**src/rtl/bssp_pkg.sv**
```systemverilog
package bssp_pkg;

    localparam int unsigned WORD_W = 16;

    typedef enum logic [1:0] {
        A_DATA = 2'd0,
        A_POP  = 2'd1,
        A_STAT = 2'd2
    } bssp_addr_e;

    // packed from bit 3 down to bit 0
    typedef struct packed {
        logic rx_empty;
        logic tx_full;
        logic res_frame;
        logic res_valid;
    } bssp_stat_t;

    function automatic logic [31:0] stat_word(bssp_stat_t s);
        return {28'd0, s};
    endfunction

    function automatic logic [31:0] data_word(logic [WORD_W-1:0] d);
        return {{(32-WORD_W){1'b0}}, d};
    endfunction

endpackage

```
**src/rtl/bssp_fifo.sv**
```systemverilog
module bssp_fifo #(
    parameter int unsigned W     = 16,
    parameter int unsigned DEPTH = 16,
    localparam int unsigned AW   = (DEPTH > 1) ? $clog2(DEPTH) : 1,
    localparam int unsigned LW   = $clog2(DEPTH + 1)
) (
    input  logic          clk,
    input  logic          rst,
    input  logic          push,
    input  logic [W-1:0]  din,
    input  logic          pop,
    output logic [W-1:0]  dout,
    output logic          full,
    output logic          empty,
    output logic [LW-1:0] level
);
    logic [W-1:0]  mem [DEPTH];
    logic [AW-1:0] wp, rp;
    logic          do_push, do_pop;

    function automatic logic [AW-1:0] bump(logic [AW-1:0] p);
        return (p == AW'(DEPTH - 1)) ? '0 : p + 1'b1;
    endfunction

    assign full    = (level == LW'(DEPTH));
    assign empty   = (level == '0);
    assign do_push = push && !full;
    assign do_pop  = pop && !empty;
    assign dout    = mem[rp];

    always_ff @(posedge clk) begin
        if (do_push) mem[wp] <= din;
    end

    always_ff @(posedge clk) begin
        if (rst) begin
            wp    <= '0;
            rp    <= '0;
            level <= '0;
        end else begin
            if (do_push) wp <= bump(wp);
            if (do_pop)  rp <= bump(rp);
            case ({do_push, do_pop})
                2'b10:   level <= level + 1'b1;
                2'b01:   level <= level - 1'b1;
                default: level <= level;
            endcase
        end
    end
endmodule

```
**src/rtl/bssp_clkgen.sv**
```systemverilog
module bssp_clkgen #(
    parameter int unsigned CLK_HALF = 4,
    localparam int unsigned CW      = (CLK_HALF > 1) ? $clog2(CLK_HALF) : 1
) (
    input  logic clk,
    input  logic rst,
    input  logic master,
    input  logic run,
    input  logic sclk_i,
    input  logic fs_i,
    output logic sclk_o,
    output logic rise,
    output logic fall,
    output logic fs_s
);
    logic [CW-1:0] cnt;
    logic          sclk_q;
    logic [2:0]    sc_sync;
    logic [1:0]    fs_sync;
    logic          m_tick;

    always_ff @(posedge clk) begin
        if (rst) begin
            cnt     <= '0;
            sclk_q  <= 1'b0;
            sc_sync <= '0;
            fs_sync <= '0;
        end else begin
            sc_sync <= {sc_sync[1:0], sclk_i};
            fs_sync <= {fs_sync[0], fs_i};
            if (master && run) begin
                if (m_tick) begin
                    cnt    <= '0;
                    sclk_q <= ~sclk_q;
                end else begin
                    cnt <= cnt + 1'b1;
                end
            end else begin
                cnt    <= '0;
                sclk_q <= 1'b0;
            end
        end
    end

    assign m_tick = master && run && (cnt == CW'(CLK_HALF - 1));
    assign rise   = master ? (m_tick && !sclk_q) : (sc_sync[1] && !sc_sync[2]);
    assign fall   = master ? (m_tick && sclk_q)  : (!sc_sync[1] && sc_sync[2]);
    assign fs_s   = fs_sync[1];
    assign sclk_o = sclk_q && master;
endmodule

```
**src/rtl/bssp_engine.sv**
```systemverilog
module bssp_engine
    import bssp_pkg::*;
(
    input  logic              clk,
    input  logic              rst,
    input  logic              master,
    input  logic              rise,
    input  logic              fall,
    input  logic              fs_s,
    input  logic              sdi,
    input  logic              tx_avail,
    input  logic [WORD_W-1:0] tx_word,
    input  logic              pop_req,
    output logic              tx_take,
    output logic              active,
    output logic              sdo,
    output logic              rx_push,
    output logic [WORD_W-1:0] rx_word,
    output logic              res_valid,
    output logic              res_frame
);
    localparam int unsigned BW = $clog2(WORD_W);

    logic              last, fs_q;
    logic [BW-1:0]     bit_cnt;
    logic [WORD_W-1:0] tx_sh, rx_sh;
    logic              fs_rise, fs_fall, m_start, word_end, next_load;

    assign fs_rise   = !master && fs_s && !fs_q;
    assign fs_fall   = !master && !fs_s && fs_q;
    assign m_start   = master && !active && tx_avail;
    assign word_end  = active && rise && (bit_cnt == BW'(WORD_W - 1));
    assign next_load = active && fall && last;
    assign tx_take   = m_start || (fs_rise && tx_avail) || (next_load && tx_avail);
    assign rx_push   = word_end || pop_req;
    assign rx_word   = word_end ? {rx_sh[WORD_W-2:0], sdi} : rx_sh;
    assign sdo       = tx_sh[WORD_W-1];

    always_ff @(posedge clk) begin
        if (rst) begin
            active    <= 1'b0;
            last      <= 1'b0;
            fs_q      <= 1'b0;
            bit_cnt   <= '0;
            tx_sh     <= '0;
            rx_sh     <= '0;
            res_valid <= 1'b0;
            res_frame <= 1'b0;
        end else begin
            fs_q <= fs_s;
            if (m_start || fs_rise) begin
                active    <= 1'b1;
                last      <= 1'b0;
                bit_cnt   <= '0;
                rx_sh     <= '0;
                tx_sh     <= tx_avail ? tx_word : '0;
                res_frame <= 1'b0;
            end else if (fs_fall && active) begin
                active <= 1'b0;
                if (bit_cnt == BW'(8)) begin
                    res_valid <= 1'b1;
                    res_frame <= 1'b1;
                end
            end else if (active) begin
                if (rise) begin
                    bit_cnt <= bit_cnt + 1'b1;
                    if (word_end) begin
                        rx_sh <= '0;
                        last  <= 1'b1;
                    end else begin
                        rx_sh <= {rx_sh[WORD_W-2:0], sdi};
                    end
                end
                if (fall) begin
                    if (last) begin
                        last  <= 1'b0;
                        tx_sh <= tx_avail ? tx_word : '0;
                        if (master && !tx_avail) active <= 1'b0;
                    end else begin
                        tx_sh <= tx_sh << 1;
                    end
                end
            end
            if (pop_req) begin
                res_valid <= 1'b0;
                if (!word_end) begin
                    rx_sh   <= '0;
                    bit_cnt <= '0;
                end
            end
        end
    end
endmodule

```
**src/rtl/byte_ssp.sv**
```systemverilog
module byte_ssp
    import bssp_pkg::*;
#(
    parameter int unsigned FIFO_DEPTH = 16,
    parameter int unsigned CLK_HALF   = 4
) (
    input  logic        clk,
    input  logic        rst,
    input  logic        cfg_master,
    input  logic        host_wr,
    input  logic        host_rd,
    input  logic [1:0]  host_addr,
    input  logic [31:0] host_wdata,
    output logic [31:0] host_rdata,
    output logic        sclk_o,
    input  logic        sclk_i,
    output logic        fs_o,
    input  logic        fs_i,
    output logic        sdo,
    input  logic        sdi
);
    localparam int unsigned LVL_W = $clog2(FIFO_DEPTH + 1);

    bssp_addr_e        addr;
    logic              wr_data, rd_data, pop_req;
    logic              tx_full, tx_empty, rx_full, rx_empty, tx_take;
    logic [LVL_W-1:0]  tx_level, rx_level;
    logic [WORD_W-1:0] tx_head, rx_head, rx_word;
    logic              rx_push, active, res_valid, res_frame;
    logic              rise, fall, fs_s;
    logic              unused_hi;
    bssp_stat_t        stat;

    assign addr      = bssp_addr_e'(host_addr);
    assign wr_data   = host_wr && (addr == A_DATA);
    assign rd_data   = host_rd && (addr == A_DATA);
    assign pop_req   = host_wr && (addr == A_POP);
    assign unused_hi = ^{host_wdata[31:16], rx_full, rx_level};

    bssp_fifo #(.W(WORD_W), .DEPTH(FIFO_DEPTH)) u_txq (
        .clk(clk), .rst(rst), .push(wr_data), .din(host_wdata[WORD_W-1:0]),
        .pop(tx_take), .dout(tx_head), .full(tx_full), .empty(tx_empty),
        .level(tx_level)
    );

    bssp_fifo #(.W(WORD_W), .DEPTH(FIFO_DEPTH)) u_rxq (
        .clk(clk), .rst(rst), .push(rx_push), .din(rx_word),
        .pop(rd_data), .dout(rx_head), .full(rx_full), .empty(rx_empty),
        .level(rx_level)
    );

    bssp_clkgen #(.CLK_HALF(CLK_HALF)) u_clk (
        .clk(clk), .rst(rst), .master(cfg_master), .run(active),
        .sclk_i(sclk_i), .fs_i(fs_i), .sclk_o(sclk_o),
        .rise(rise), .fall(fall), .fs_s(fs_s)
    );

    bssp_engine u_eng (
        .clk(clk), .rst(rst), .master(cfg_master), .rise(rise), .fall(fall),
        .fs_s(fs_s), .sdi(sdi), .tx_avail(!tx_empty), .tx_word(tx_head),
        .pop_req(pop_req), .tx_take(tx_take), .active(active), .sdo(sdo),
        .rx_push(rx_push), .rx_word(rx_word),
        .res_valid(res_valid), .res_frame(res_frame)
    );

    assign fs_o = cfg_master && active;

    always_comb begin
        stat.rx_empty  = rx_empty;
        stat.tx_full   = tx_full;
        stat.res_frame = res_frame;
        stat.res_valid = res_valid;
        case (addr)
            A_DATA:  host_rdata = rx_empty ? 32'd0 : data_word(rx_head);
            A_STAT:  host_rdata = stat_word(stat);
            default: host_rdata = 32'd0;
        endcase
    end
endmodule

```
**config.mk**
```make
export PLATFORM = sky130hd
export DESIGN_NAME = byte_ssp
export DESIGN_NICKNAME = d
export VERILOG_FILES = /design/src/rtl/bssp_pkg.sv /design/src/rtl/bssp_fifo.sv /design/src/rtl/bssp_clkgen.sv /design/src/rtl/bssp_engine.sv /design/src/rtl/byte_ssp.sv
export SDC_FILE = /design/constraint.sdc
export NUM_CORES = 1
export LEC_CHECK = 0
export ABC_AREA = 1
export BUFFER_PORTS_ARGS = -buffer_cell sky130_fd_sc_hd__buf_2
export CAP_MARGIN = 15
export CORE_MARGIN = 4
export CORE_UTILIZATION = 50
export DETAILED_ROUTE_END_ITERATION = 7
export GPL_TIMING_DRIVEN = 0
export PLACE_DENSITY = 0.64
export SLEW_MARGIN = 5
export SYNTH_ARGS = -nofsm -noshare
export SYNTH_HDL_FRONTEND = slang
export SYNTH_SLANG_ARGS = --single-unit
```
**constraint.sdc**
```tcl
create_clock -name clk -period 4.2 [get_ports clk]
set_input_delay 0.42 -clock clk [delete_from_list [all_inputs] [get_ports clk]]
set_output_delay 0.42 -clock clk [all_outputs]
set_load 0.005 [all_outputs]
```
==> reports/qor.csv, run 1 <==
metric,value,unit
first-pass GRT wire length,102,mm
Least-Margin Pin Slew,1040,ps
I/O Pins,77,
final setup fails,0,
drt first pass iters,6,
Fin Setup TNS,0,ps
Overall Power,14.4,mW
DR iter-0 viols,2179,
Critical Path RT,3780,ps
cell area after synthesis,0.0253,mm^2
die area,0.0543,mm^2
RSZ-0062 raised after global routing,false,
Synth area leader,edfxtp_1,
placed cells,3191,
"Max FO, Critical Path",10,
MaxCap Viol Count,0,
hpwl dp,45.7,mm
DRC viols,0,
"Slowest-stage cell, CP",clkbuf_1,
mean post-synth cell area,10.5,um^2
most common cell in the netlist,nand2_1,
largest net degree at the start of global routing,17,
crit-path cells,"buf_2, buf_2, clkbuf_1, o21ai_0, o211ai_1, nand3_1, a21oi_1, buf_2",
outcome,finished clean,
"delay-heaviest family, CP",buffers and inverters,
Initial Util,50.6,%
Clock Tree Buf Depth,3,
Netlist cell types,43,
"Hold Vio Cnt, Final",0,
Worst EP arrival,2890,ps
Placer Congestion,0.867,
most frequent cells after synthesis,"549 x nand2_1, 512 x edfxtp_1, 265 x nor2_1, 244 x inv_1, 219 x nand3_1",
vias in the first global route,17300,
#FFs+latches synth,595,
port buffer count,43,
"EDFF count, synth",512,
Synth warnings,0,
CTS Root Cell,clkbuf_16,
CTS Buf Count,59,
Synth top area share,60.7,%
Max stage delay on crit path,520,ps
antenna violations before repair,0,
fin cells,3302,
Area Overhead vs Synth,14.8,%
register area share after synthesis,67.3,%
core footprint,0.0501,mm^2
Critical Path Start Type,flop,
Post-CTS Setup Bufs,0,
skew final,27.1,ps
Synth area leaders,"edfxtp_1 61%, nand2_1 8.1%, dfxtp_1 6.6%",
leak pwr,11.4,nW
ys flop type,edfxtp_1,
Final Slew Violations,0,
Hold Slack,180,ps
Async SR Flop Fraction,0,%
Clock Sinks,595,
fmax,0.302,GHz
pwr dens,495,mW/mm^2
WL/cell,20.4,um
"Reg clk slew, reported paths",60,ps
diode count,0,
"Clk Latency, worst-skew pair",630,ps
NumNets Final,2646,
minimum clock period,3310,ps
vias per inst,5.49,
H-tree depth,2,
grt ovf,0,
vias,18100,
CTS resizes,0,
crit-path most repeated cell,buf_2,
fin crit share,78.8,%
CP Class,reg -> out,
Mapped Cells,2421,
Rel. slew slack,30.2,%
hold crit path type,in -> reg,
Worst Path Buf+Inv,4,
Die X,233,um
r2r setup slk,1530,ps
share of cells above drive strength 1,11.1,%
die height,233,um
GRT Overall Usage,24.8,%
CTS tree,built,
VDD IR-drop max,348,uV
hold buffer count at CTS,2,
final WL,67.3,mm
crit end category,output pin,
std cell rows,82,
ANT nets after route,0,
-- worst paths after layout --
path / startpoint / to / depth (start not counted)
max: flop / host_rdata[10] / 8
min: rst / u_eng.res_frame / 3
max reg2reg: u_eng.active / u_rxq.level[4] / 16
min reg2reg: u_clk.sc_sync[0] / u_clk.sc_sync[1] / 2
-- worst reg2reg max path: stages, from the launching register on --
cell      delay [ps]
dfxtp_1          470
nand2_2          100
inv_2             90
nand3b_2         120
nand2_4          120
nand3_4          100
nand2_1          150
nand2_1          130
ha_1             300
fa_1             430
nand3_1          100
nand2_1           70
a21oi_1          110
o21ai_0          120
nand2_1           80
nand2_1           40
nor2_1            90
-- routing by layer --
layer | track usage, % | part of all wire [%] | vias to the layer above
li1 | - | - | 8468
met3 | 4.69 | 9.6 | 138
met2 | 38.7 | 45 | 843
met5 | 0 | 0 | -
met1 | 35.6 | 42 | 8673
met4 | 7.64 | 2.9 | 0
-- stage by stage --
stage / setup WS [ps] / util (%) / cell area, um^2
after floorplan: 1780 / - / 25400
after global placement: 415 / 52.8 / 26400
after detailed placement: 1410 / 54.2 / 27100
after CTS: 905 / 58.0 / 29000
after global routing: 736 / 58.0 / 29000
final: 891 / 58.0 / 29000
-- state kept, by name, indices dropped and copies added, names as in the netlist, 3 cells and up, named ones only --
register / count
u_clk.sc_sync: 3
u_eng.bit_cnt: 4
u_rxq.wp: 4
u_txq.wp: 4
u_txq.mem: 256
u_rxq.rp: 4
u_rxq.mem: 256
u_eng.tx_sh: 16
u_rxq.level: 5
u_txq.level: 5
u_eng.rx_sh: 16
u_txq.rp: 4
-- cells in the final DEF (no fill, tap or decap), types with 3 or more instances in the layout --
| cell type | n |
|---|---|
| a21oi_1 | 72 |
| buf_1 | 15 |
| buf_16 | 5 |
| buf_2 | 80 |
| buf_4 | 27 |
| buf_6 | 4 |
| buf_8 | 27 |
| bufinv_16 | 4 |
| clkbuf_1 | 81 |
| clkbuf_16 | 60 |
| clkbuf_8 | 7 |
| clkinv_1 | 7 |
| clkinv_2 | 12 |
| conb_1 | 16 |
| dfxtp_1 | 83 |
| edfxtp_1 | 512 |
| ha_1 | 21 |
| inv_1 | 244 |
| nand2_1 | 549 |
| nand2_2 | 4 |
| nand2_4 | 3 |
| nand3_1 | 219 |
| nand3_4 | 3 |
| nand4_1 | 12 |
| nor2_1 | 233 |
| nor2_2 | 35 |
| nor2_4 | 3 |
| nor3_1 | 4 |
| o211ai_1 | 39 |
| o21ai_0 | 170 |
| o21ai_1 | 18 |
| o21ai_2 | 5 |
| o221ai_1 | 3 |
| o22ai_1 | 21 |
| xor2_1 | 9 |
-- cell families after synthesis --
| family | synth area share (%) |
|---|---|
| buf+inv | 6.34 |
| xor+xnor | 0.381 |
| flops | 67.3 |
| mux | 0.0445 |
| simple gates | 17.6 |
| compound gates | 7.21 |
| other cells | 0.0148 |
| fa+ha+maj | 1.12 |
-- cell type report --
cell class / count / area (um^2)
repair buffers: 85 / 842
flip-flops and latches: 595 / 17000
well taps: 672 / 841
clock buffers: 85 / 1670
clock inverters: 24 / 230
fillers: 4219 / 21000
multi-input cells: 1453 / 6830
inverters: 248 / 932
plain buffers: 140 / 672
-- where the power goes --
part	leakage (nW)	internal (mW)	total (mW)	switching, mW
clock network	0.931	2.99	5.19	2.20
logic	4.96	0.724	2.54	1.81
registers	5.50	6.55	6.65	0.0975
total	11.4	10.3	14.4	4.11
Note: power is estimated with default switching activity, not from simulation.
==> inputs of run 2 (changes only) <==
- PLACE_DENSITY: 0.64 -> 0.67
- clock period: 4.2 -> 2.72 ns (I/O delays scaled with it)
==> run 2 against run 1 <==
  * Worst setup slack got worse by 830 ps
  * Critical path type unchanged
  * Largest power group unchanged
  * Die area did not move
  * Register-to-register slack got worse by 1300 ps
  * Non-clock buffer count rose by 7
  * Final cell count rose by 0.33%
  * Utilization rose by 0.77 points
  * Count of clock-buffer cells in the layout rose by 2
  * Power rose by 54%
  * Via count rose by 0.61%
  * First-iteration DRC count fell by 9.8%
==> reports/qor.csv, run 2 (same netlist as run 1, synthesis figures left out) <==
metric,value,unit,change
outcome,finished clean,,
DR iter-0 viols,1965,,-9.8%
hpwl dp,45.2,mm,-1.1%
Critical Path Start Type,flop,,
"Hold Vio Cnt, Final",0,,unchanged
die area,0.0543,mm^2,unchanged
Regs by FF count,"u_rxq.mem (256), u_txq.mem (256)",,
I/O Pins,77,,unchanged
DRC viols,0,,unchanged
skew final,27.8,ps,+0.697 ps
Worst EP arrival,2390,ps,-500 ps
core footprint,0.0501,mm^2,unchanged
diode count,0,,unchanged
share of cells above drive strength 1,12.9,%,+1.8 points
WL/cell,20.0,um,-1.8%
Clock Tree Buf Depth,3,,unchanged
NumNets Final,2654,,+0.30%
Rel. slew slack,32.2,%,+2.1 points
final setup fails,0,,unchanged
final worst-path setup slack,61.5,ps,-829 ps
first-pass GRT wire length,100,mm,-1.5%
Clock Sinks,595,,unchanged
fin util,58.8,%,+0.77 points
Critical Path RT,2450,ps,-1330 ps
Die X,233,um,unchanged
die height,233,um,unchanged
std cell rows,82,,unchanged
GRT Overall Usage,24.2,%,-0.64 points
vias in the first global route,17300,,+0.087%
Place WS,41.9,ps,-1370 ps
Final Slew Violations,0,,unchanged
VDD IR-drop max,565,uV,+62%
"Clk Latency, worst-skew pair",640,ps,about the same
Least-Margin Pin Slew,1010,ps,-30.6 ps
"commonest non-fill, non-tap cells in the layout","545 x nand2_1, 512 x edfxtp_1, 242 x inv_1, 232 x nor2_1, 219 x nand3_1",,
port buffer count,43,,unchanged
fmax,0.376,GHz,
crit end category,output pin,,
H-tree depth,2,,unchanged
CTS Buf Count,60,,+1.7%
grt ovf,0,,unchanged
post-route cell area,0.0294,mm^2,+1.3%
"Reg clk slew, reported paths",60,ps,about the same
drt first pass iters,6,,unchanged
hold path startpoint,rst,,
minimum clock period,2660,ps,
vias per inst,5.50,,+0.27%
CTS tree,built,,
MaxCap Viol Count,0,,unchanged
hold crit path type,in -> reg,,
CTS Root Cell,clkbuf_16,,
Placer Congestion,0.873,,+0.72%
final WL,66.3,mm,-1.5%
"most common cell after layout, fill and taps aside",nand2_1,,
ANT nets after route,0,,unchanged
pwr dens,751,mW/mm^2,+52%
Fin Setup TNS,0,ps,unchanged
Hold Slack,20.5,ps,-159 ps
fin crit share,97.7,%,
Area Overhead vs Synth,16.3,%,
largest net degree at the start of global routing,17,,unchanged
vias,18200,,+0.61%
area post-placement,0.0272,mm^2,+0.39%
Initial Util,50.6,%,unchanged
"Max FO, Critical Path",10,,unchanged
leak pwr,11.6,nW,+1.7%
R2R Path Start,u_eng.bit_cnt[1],,
antenna violations before repair,0,,unchanged
CP Class,reg -> out,,
-- run 2: cell count changes in the layout (fill, tap and decap cells not counted), sizes merged --
cell | previous run | this run
clkinv | 20 | 23
clkbuf | 150 | 146
buf | 158 | 171
bufinv | 4 | 3
-- run 2: layer usage --
layer	track usage [%]	wire length (um)	part of all wire (%)
met4	7.06	1930	2.9
met1	34.6	27800	42
met2	38.2	30500	46
met5	0	0	0
met3	4.30	6100	9.2
-- run 2: area by class of cell --
class / instances / area [um^2]
plain buffers: 139 / 862
inverters: 248 / 936
clock inverters: 26 / 231
multi-input cells: 1453 / 6910
well taps: 672 / 841
repair buffers: 93 / 970
flip-flops and latches: 595 / 17000
fillers: 4117 / 20600
clock buffers: 87 / 1640
-- run 2: worst paths after layout --
path                      end  slack, ps  cells after the start
max             host_rdata[3]         60                     11
min           u_eng.res_frame         20                      3
max reg2reg    u_rxq.level[4]        230                     14
min reg2reg  u_clk.sc_sync[1]        400                      2
-- run 2: repair_timing --
action                                 in CTS  in global routing
hold buffers                                2                  0
gates resized for setup                    54                 81
cloned                                      1                  0
endpoints found under the hold margin       2                  0
buffers inserted                            0                  1
pin swaps                                   2                  8
setup endpoints to repair                  16                 38
-- run 2: critical path, stage by stage (launching register included) --
cell and delay [ps]:
dfxtp_1 340, buf_6 170, inv_4 90, buf_6 150, buf_8 170, nor2_1 50
o211ai_1 250, nand3_1 150, nand2_1 100, nand2_1 100, nand2_1 80, buf_2 120
-- run 2: power by group --
| part | internal [mW] | switching [mW] | total [mW] |
|---|---|---|---|
| combinational | 1.19 | 2.73 | 3.92 |
| sequential | 10.1 | 0.153 | 10.3 |
| clock | 4.47 | 3.45 | 7.92 |
| total | 15.8 | 6.33 | 22.1 |
-- run 2: per-stage QoR --
stage | instances | total power, mW
after CTS | 3312 | 22.1
after detailed placement | 3197 | 14.2
after global routing | 3313 | 23.0
after floorplan | 2436 | 12.9
final | 3313 | 22.1
after global placement | 3151 | 14.1
==> inputs of run 3 (changes only) <==
- ABC_AREA: 1 -> unset
==> run 3 against run 2 <==
  * The flow now finishes with violations (negative setup slack)
  * Largest cell class unchanged
  * Synthesized cell count is 44% lower
  * Via count is 30% lower
  * Synthesized area is 5.6% lower
  * Maximum frequency is 7.7% lower
==> reports/qor.csv, run 3 <==
metric,value,unit,change
skew final,21.4,ps,-6.44 ps
mean post-synth cell area,17.7,um^2,+69%
Worst Path Buf+Inv,3,,-2
Synth top area share,64.3,%,+3.6 points
post-route cell area,0.0283,mm^2,-4.0%
most frequent cells after synthesis,"512 x edfxtp_1, 140 x mux4_2, 130 x nand2_1, 83 x dfxtp_1, 57 x nor2_1",,
share of cells above drive strength 1,31.0,%,+18 points
area post-placement,0.0258,mm^2,-5.3%
Clock Sinks,595,,unchanged
GRT Overall Usage,21.1,%,-3.0 points
#FFs+latches synth,595,,unchanged
WL/cell,24.1,um,+20%
"most common cell after layout, fill and taps aside",edfxtp_1,,
vias in the first global route,13200,,-24%
hpwl dp,35.1,mm,-22%
NumNets Final,1600,,-40%
vias,12700,,-30%
Crit path depth,6,,-5
fmax,0.347,GHz,-7.7%
DRC viols,0,,unchanged
"EDFF count, synth",512,,unchanged
I/O Pins,77,,unchanged
Regs by FF count,"u_rxq.mem (256), u_txq.mem (256)",,
vias per inst,5.81,,+5.6%
Mapped Cells,1354,,-44%
Die X,227,um,-2.7%
Synth area leader,edfxtp_1,,
drt first pass iters,5,,-1
Initial Util,50.9,%,+0.36 points
Overall Power,19.5,mW,-12%
Synth area leaders,"edfxtp_1 64%, mux4_2 13%, dfxtp_1 7.0%",,
Internal Pwr Total,15.2,mW,-3.9%
final WL,52.8,mm,-20%
power share of the combinational group,9.6,%,-8.1 points
CTS Root Cell,clkbuf_16,,
outcome,finished with violations,,
CTS tree,built,,
Synth warnings,0,,unchanged
std cell rows,79,,-3.7%
CP Class,reg -> out,,
Clock Power Share,38.9,%,+3.1 points
core footprint,0.0470,mm^2,-6.2%
"Reg clk slew, reported paths",60,ps,about the same
ANT nets after route,0,,unchanged
MaxCap Viol Count,0,,unchanged
die area,0.0514,mm^2,-5.4%
failing checks,negative setup slack,,
die height,227,um,-2.7%
fin crit share,106,%,+8.2 points
crit-path cells,"buf_12, buf_12, mux4_2, mux4_2, and2_4, buf_6",,
Max stage delay on crit path,510,ps,+170 ps
FF-to-FF path depth,12,,-2
final worst-path setup slack,-161,ps,-223 ps
filler cell count,3335,,-19%
Netlist cell types,72,,+67%
VDD IR-drop max,541,uV,-4.3%
Fin Setup TNS,-2060,ps,-2060 ps
final setup fails,17,,+17
DR iter-0 viols,1089,,-45%
Rel. slew slack,48.7,%,+16 points
crit end category,output pin,,
R2R Path End,u_txq.level[4],,
most common cell in the netlist,edfxtp_1,,
"Clk Latency, worst-skew pair",610,ps,-30 ps
largest net degree at the start of global routing,17,,unchanged
antenna violations before repair,0,,unchanged
fin cells,2190,,-34%
hold crit path type,in -> reg,,
Place WS,-320,ps,-362 ps
Least-Margin Pin Slew,769,ps,-241 ps
Clock Tree Buf Depth,3,,unchanged
Seq pwr share,51.5,%,+5.0 points
Sw Share,22.3,%,-6.4 points
H-tree depth,2,,unchanged
Critical Path Start Type,flop,,
pwr dens,690,mW/mm^2,-8.1%
register area share after synthesis,71.3,%,+4.0 points
Worst Setup EP,host_rdata[15],,
r2r setup slk,-20,ps,-250 ps
"Hold Vio Cnt, Final",0,,unchanged
"commonest non-fill, non-tap cells in the layout","512 x edfxtp_1, 140 x mux4_2, 130 x nand2_1, 75 x dfxtp_1, 59 x clkbuf_16",,
RSZ-0062 raised after global routing,true,,
minimum clock period,2880,ps,+223 ps
leak pwr,9.18,nW,-21%
ys flop type,edfxtp_1,,
R2R Path Start,u_clk.sc_sync[2],,
Final Slew Violations,0,,unchanged
Placer Congestion,0.809,,-7.3%
"Max FO, Critical Path",10,,unchanged
diode count,0,,unchanged
port buffer count,44,,+2.3%
cell area after synthesis,0.0239,mm^2,-5.6%
Critical Path RT,2450,ps,about the same
first-pass GRT wire length,81.4,mm,-19%
"Slowest-stage cell, CP",mux4_2,,
Worst EP arrival,2610,ps,+220 ps
CTS Buf Count,58,,-3.3%
Area Overhead vs Synth,18.3,%,
grt ovf,0,,unchanged
placed cells,2052,,-36%
"delay-heaviest family, CP",multiplexers,,
Async SR Flop Fraction,0,%,unchanged
switching power,4.35,mW,-31%
-- run 3: cell types whose count changed after synthesis, moves of 29 or more --
cell      before  now
clkbuf_1      63   31
nand2_1      549  130
nor2_1       265   57
o21ai_0      185   10
mux4_2         0  140
inv_1        244   29
nand3_1      219   32
o211ai_1      39   10
-- run 3: logic make-up (layout without fill, tap and decap cells) --
logic type	Yosys count	in the layout	share of synthesized area, %
mux	167	167	14.3
other cells	1	16	0.0157
fa+ha+maj	22	22	1.18
xor+xnor	15	15	0.550
buf+inv	118	332	2.50
flops	595	595	71.3
compound gates	129	129	4.13
simple gates	307	307	6.01
-- run 3: per-stage QoR --
stage,hold slack (ps),utilization (%)
floorplan,371,-
global placement,414,53.4
detailed placement,428,54.9
CTS,1.32,59.9
global route,28.1,60.2
finish,37.8,60.2
-- run 3: layer usage --
metal  track usage, %  wire, um
met5                0         0
met2             37.3     27800
met4             6.40      1360
met1             27.6     21100
met3             2.80      2530
-- run 3: worst min path at each step --
stage | from | to | slack (ps) | cells past startpoint
after CTS | host_wdata[12] | u_txq.mem[13][12] | 1 | 1
final | host_wdata[12] | u_txq.mem[9][12] | 40 | 1
after detailed placement | u_clk.cnt[0] | u_clk.cnt[0] | 430 | 1
after floorplan | host_wdata[0] | u_txq.mem[0][0] | 370 | 0
after global routing | host_wdata[12] | u_txq.mem[11][12] | 30 | 1
after global placement | u_clk.cnt[0] | u_clk.cnt[0] | 410 | 1
-- run 3: cell type report --
cell class                      instances  area [um^2]  area share (%)
Multi-Input combinational cell        656         6710            23.7
Clock inverter                         26          224           0.792
Tap cell                              607          759            2.69
Timing Repair Buffer                  112         1220            4.33
Clock buffer                           81         1580            5.59
Inverter                               29          111           0.394
Buffer                                 84          611            2.16
Sequential cell                       595        17000            60.3
-- run 3: power groups by stage --
stage                     logic (mW)  clock network, mW  registers (mW)
final                           1.87               7.60            10.0
after global routing            2.03               8.13            10.0
after CTS                       1.83               7.76            10.0
after detailed placement        1.70                  0            10.2
after global placement          1.66                  0            10.2
after floorplan                 1.28                  0            10.2
-- run 3: what timing repair did --
action | in CTS | in global routing
cloned | 3 | 0
hold endpoints to repair | 7 | 0
hold buffers | 4 | 0
setup endpoints to repair | 77 | 173
pin swaps | 19 | 24
gates resized for setup | 83 | 31
buffers inserted | 22 | 9
